**src/rtl/addr_latch8.sv**
```systemverilog
module addr_latch8 #(
  parameter int ADDR_W = 3,
  parameter bit GUARD  = 1'b1
) (
  input  logic                     clk,
  input  logic                     rst,
  input  logic                     en_n,
  input  logic                     clr,
  input  logic [ADDR_W-1:0]        addr,
  input  logic                     din,
  output logic [(1<<ADDR_W)-1:0]   q,
  output logic                     addr_hazard
);
  localparam int N = 1 << ADDR_W;

  logic [N-1:0]      sel;
  logic              wr_m, dmx_m, wipe_m;
  logic              prev_w;
  logic [ADDR_W-1:0] prev_a;
  logic              moved, block;

  assign sel    = {{(N-1){1'b0}}, 1'b1} << addr;
  assign wr_m   = !en_n && !clr;
  assign dmx_m  = !en_n &&  clr;
  assign wipe_m =  en_n &&  clr;
  assign moved  = wr_m && prev_w && (addr != prev_a);
  assign block  = GUARD && moved;

  always_ff @(posedge clk) begin
    if (rst) begin
      q           <= '0;
      prev_w      <= 1'b0;
      prev_a      <= '0;
      addr_hazard <= 1'b0;
    end else begin
      prev_w      <= wr_m;
      prev_a      <= addr;
      addr_hazard <= moved;
      if (wr_m && !block) q <= (q & ~sel) | (sel & {N{din}});
      else if (dmx_m)     q <= sel & {N{din}};
      else if (wipe_m)    q <= '0;
    end
  end

  assert_reset_R1: assert property (@(posedge clk)
    rst |=> (q == '0 && !addr_hazard));

  assert_write_bit_R2: assert property (@(posedge clk) disable iff (rst)
    (!en_n && !clr) |=> (addr_hazard || q[$past(addr)] == $past(din)));

  assert_write_others_R2: assert property (@(posedge clk) disable iff (rst)
    (!en_n && !clr) |=>
      (((q ^ $past(q)) & ~({{(N-1){1'b0}}, 1'b1} << $past(addr))) == '0));

  assert_hold_R3: assert property (@(posedge clk) disable iff (rst)
    (en_n && !clr) |=> $stable(q));

  assert_demux_R4: assert property (@(posedge clk) disable iff (rst)
    (!en_n && clr) |=>
      (q == (({{(N-1){1'b0}}, 1'b1} << $past(addr)) & {N{$past(din)}})));

  assert_wipe_R5: assert property (@(posedge clk) disable iff (rst)
    (en_n && clr) |=> (q == '0));

  assert_flag_R6: assert property (@(posedge clk) disable iff (rst)
    (!en_n && !clr) ##1 (!en_n && !clr && addr != $past(addr)) |=> addr_hazard);

  assert_flag_mode_R6: assert property (@(posedge clk) disable iff (rst)
    (en_n || clr) |=> !addr_hazard);

  assert_guard_R7: assert property (@(posedge clk) disable iff (rst)
    (GUARD && addr_hazard) |-> (q == $past(q)));
endmodule

```
**config.mk**
```make
export PLATFORM = sky130hd
export DESIGN_NAME = addr_latch8
export DESIGN_NICKNAME = d
export VERILOG_FILES = /design/src/rtl/addr_latch8.sv
export SDC_FILE = /design/constraint.sdc
export NUM_CORES = 1
export LEC_CHECK = 0
export BUFFER_PORTS_ARGS = -buffer_cell sky130_fd_sc_hd__buf_2
export CAP_MARGIN = 20
export CORE_AREA = 4 4 41 43
export DETAILED_ROUTE_END_ITERATION = 7
export DIE_AREA = 0 0 45 47
export PLACE_DENSITY = 0.71
export SYNTH_ARGS = -nofsm -noshare
export SYNTH_HDL_FRONTEND = slang
export SYNTH_SLANG_ARGS = --single-unit
```
**constraint.sdc**
```tcl
create_clock -name clk -period 2.6 [get_ports clk]
set_input_delay 0.39 -clock clk [delete_from_list [all_inputs] [get_ports clk]]
set_output_delay 0.39 -clock clk [all_outputs]
set_load 0.01 [all_outputs]
```
==> key figures <==
Outcome
  – Outcome: finished clean

Detailed routing
  – Final antenna-violating net count: 0
  – Initial DRC Count: 8
  – WL/cell: approximately 13 microns
  – Drt pass-1 iters: 4
  – Remaining DRCs: 0
  – Routed WL: about 1.2 mm
  – Via-to-Cell Ratio: approximately 5.5
  – Via Count: roughly 520

Worst setup path
  – CP Max Fanout: 5
  – Critical Path Max Stage Delay: approximately 0.37 ns
  – Slowest stage cell on the critical path: or3_4
  – CP endpoint kind: flip-flop
  – Crit Path Class: flip-flop to flip-flop
  – FF-to-FF setup slack: 1.10 ns
  – Startpoint types: flip-flop
  – R2R cell count: 4
  – Worst Path Required: around 2.8 ns
  – Critical-path cell list: xor2_2 > o31a_1 > or3_4 > o32ai_1
  – R2r startpoint: prev_a[1]$_SDFF_PP0_
  – Crit path DAT: ~1.7 ns

Worst hold path
  – Worst Hold End: prev_w$_SDFF_PP0_
  – Hold path cells: 2
  – Hold_sp: clr
  – Hold WC Path Type: input pin to flip-flop

Yosys
  – Post-synth EDFFs: 0
  – Mapped Nets: 72
  – Asr flop ratio synth: 0%
  – Count of distinct cell types in the synthesized netlist: 28
  – YS warnings: 0
  – Yosys reg bits: 13
  – Register area share after synthesis: 43.3%
  – Synth Flop Type: dfxtp_1
  – Syn Area/Cell: 9.38 sq um
  – Cells after Synth: 64
  – Synth Cell Area: roughly 600 sq um

Pwr
  – PwrDens: 534 nW/um^2
  – P_leak: approximately 0.29 nW
  – Design Power: about 0.00038 W
  – Peak supply drop: ~0.00027 V

Flow run
  – MaxCap Viol Count: 0

STA
  – Slew Viols, Final: 0
  – Max Freq: 667 MHz
  – Hold Vio Cnt, Final: 0
  – Count of final setup violators: 0
  – Clk_skew: approximately 0.0023 ns
  – RSZ-0062 raised after global routing: false
  – Final setup TNS: 0 ns
  – Slew @ Worst Pin: 0.552 ns
  – Slew headroom: a little over three fifths
  – Final period utilization: 57.7%
  – Min cycle time layout: 1.50 ns
  – WHS: ~0.32 ns

Clock tree
  – # H-tree levels: 1
  – Setup bufs post-CTS: 0
  – Post-cts sizing count: 0
  – Hold buffers post-CTS: 0
  – CTS tree: done
  – Clock sinks: 13
  – Clock latency at the later pin of the worst-skew pair: ~0.27 ns
  – Worst-path clk slew: 0.08 ns
  – CTS Buffer Depth: 2
  – TritonCTS Buffers: 3
  – Clock root buffer master: clkbuf_4

Die
  – Die X-Extent: 45 microns
  – Die Y: between 40 and 50 microns
  – Core Area: between 1000 and 1500 sq um
  – Total I/O pin count: 17
  – Row count: 13
  – Initial Util: a little under half
  – Full die area: ~2100 sq um

Layout
  – Final nets: just under 90
  – Proportion of layout cells with a drive suffix above 1: roughly a quarter
  – Area growth syn-to-layout: 16.9%
  – FILL cells: ~130
  – N_diodes: 0

Global route
  – Pin count of the biggest net entering global routing: 11
  – Total gr overflow: 0
  – Total GRT Usage: a little over an eighth
  – First-pass GRT wire length: just over 2 mm
  – Vias in the first global route: around 470
  – Initial antenna violation count: 0

Place
  – GPL Wtd Cong: between 0.7 and 0.8
  – Port Buffers: 16
  – Detail Placement HPWL: ~870 microns
[final cells by class]
cell class / instances / area, sq um / share of cell area, %
inverters: 1 / 3.75 / 0.535
clock buffers: 4 / 26.3 / 3.74
repair buffers: 16 / 80.1 / 11.4
well taps: 15 / 18.8 / 2.67
multi-input cells: 46 / 313 / 44.6
flip-flops and latches: 13 / 260 / 37.1
[synthesized netlist by cell type (2+ instances only)]
library cell   n  share of area, %
a32o_1         4               6.7
o22ai_1        3               3.1
xor2_1         2               2.9
nor2b_1        5               5.2
dfxtp_1       13                43
nor4_1         3               3.1
nor3_1         2               1.7
o21ai_0        4               3.3
nand2_1        6               3.7
clkbuf_1       2               1.3
nor2_1         3               1.9
[where the power goes]
| group | internal (W) | switching [W] |
|---|---|---|
| sequential | 0.000204 | 0.00000290 |
| combinational | 0.0000169 | 0.0000262 |
| clock | 0.0000594 | 0.0000658 |
| total | 0.000280 | 0.0000949 |
[cells in the final DEF (no fill, tap or decap), drive strengths merged, types with 2 or more instances in the layout]
cell type / instances
nor3: 2
dfxtp: 13
clkbuf: 4
o22ai: 3
o21ai: 4
a32o: 4
xor2: 3
nor2b: 5
nand2: 6
nor2: 3
buf: 16
nor4: 3
[layer usage]
| metal | vias up | GRT usage, % | wire (microns) |
|---|---|---|---|
| li1 | 267 | - | - |
| met4 | 0 | 8.77 | 14 |
| met3 | 2 | 2.68 | 70 |
| met1 | 239 | 19.0 | 638 |
| met5 | - | 0 | 0 |
| met2 | 13 | 17.5 | 502 |
[kinds of logic after synthesis]
family	Yosys count	share of synthesized area (%)
buffers and inverters	5	4.58
xor gates and xnor gates	3	5.63
DFF	13	43.3
AOI/OAI and AO/OA	15	19.0
and+or+nand+nor	28	27.5
[critical path: cells and delay by family (launching register included)]
kind / cells / cell delay (ns)
AOI/OAI and AO/OA: 2 / 0.55
xor gates and xnor gates: 1 / 0.16
DFF: 1 / 0.33
and+or+nand+nor: 1 / 0.37
[per-stage QoR]
step	instances	util (%)	instance area [sq um]	setup WS (ns)
3_5_place_dp	91	51.9	676	0.818
2_1_floorplan	64	-	601	0.958
6_report	95	53.9	702	1.10
3_3_place_gp	91	51.9	676	0.858
4_1_cts	95	53.9	702	1.10
5_1_grt	95	53.9	702	0.994
[worst max-delay path by stage]
| stage | start | to | slack, ns | cells after the start |
|---|---|---|---|---|
| floorplan | addr[0] | flip-flop | 0.96 | 5 |
| global placement | addr[1] | flip-flop | 0.86 | 5 |
| detailed placement | addr[1] | flip-flop | 0.82 | 5 |
| CTS | prev_a[1]$_SDFF_PP0_ | flip-flop | 1.10 | 4 |
| global route | prev_a[1]$_SDFF_PP0_ | flip-flop | 0.99 | 4 |
| finish | prev_a[1]$_SDFF_PP0_ | flip-flop | 1.10 | 4 |
Note: power is estimated with default switching activity, not from simulation.
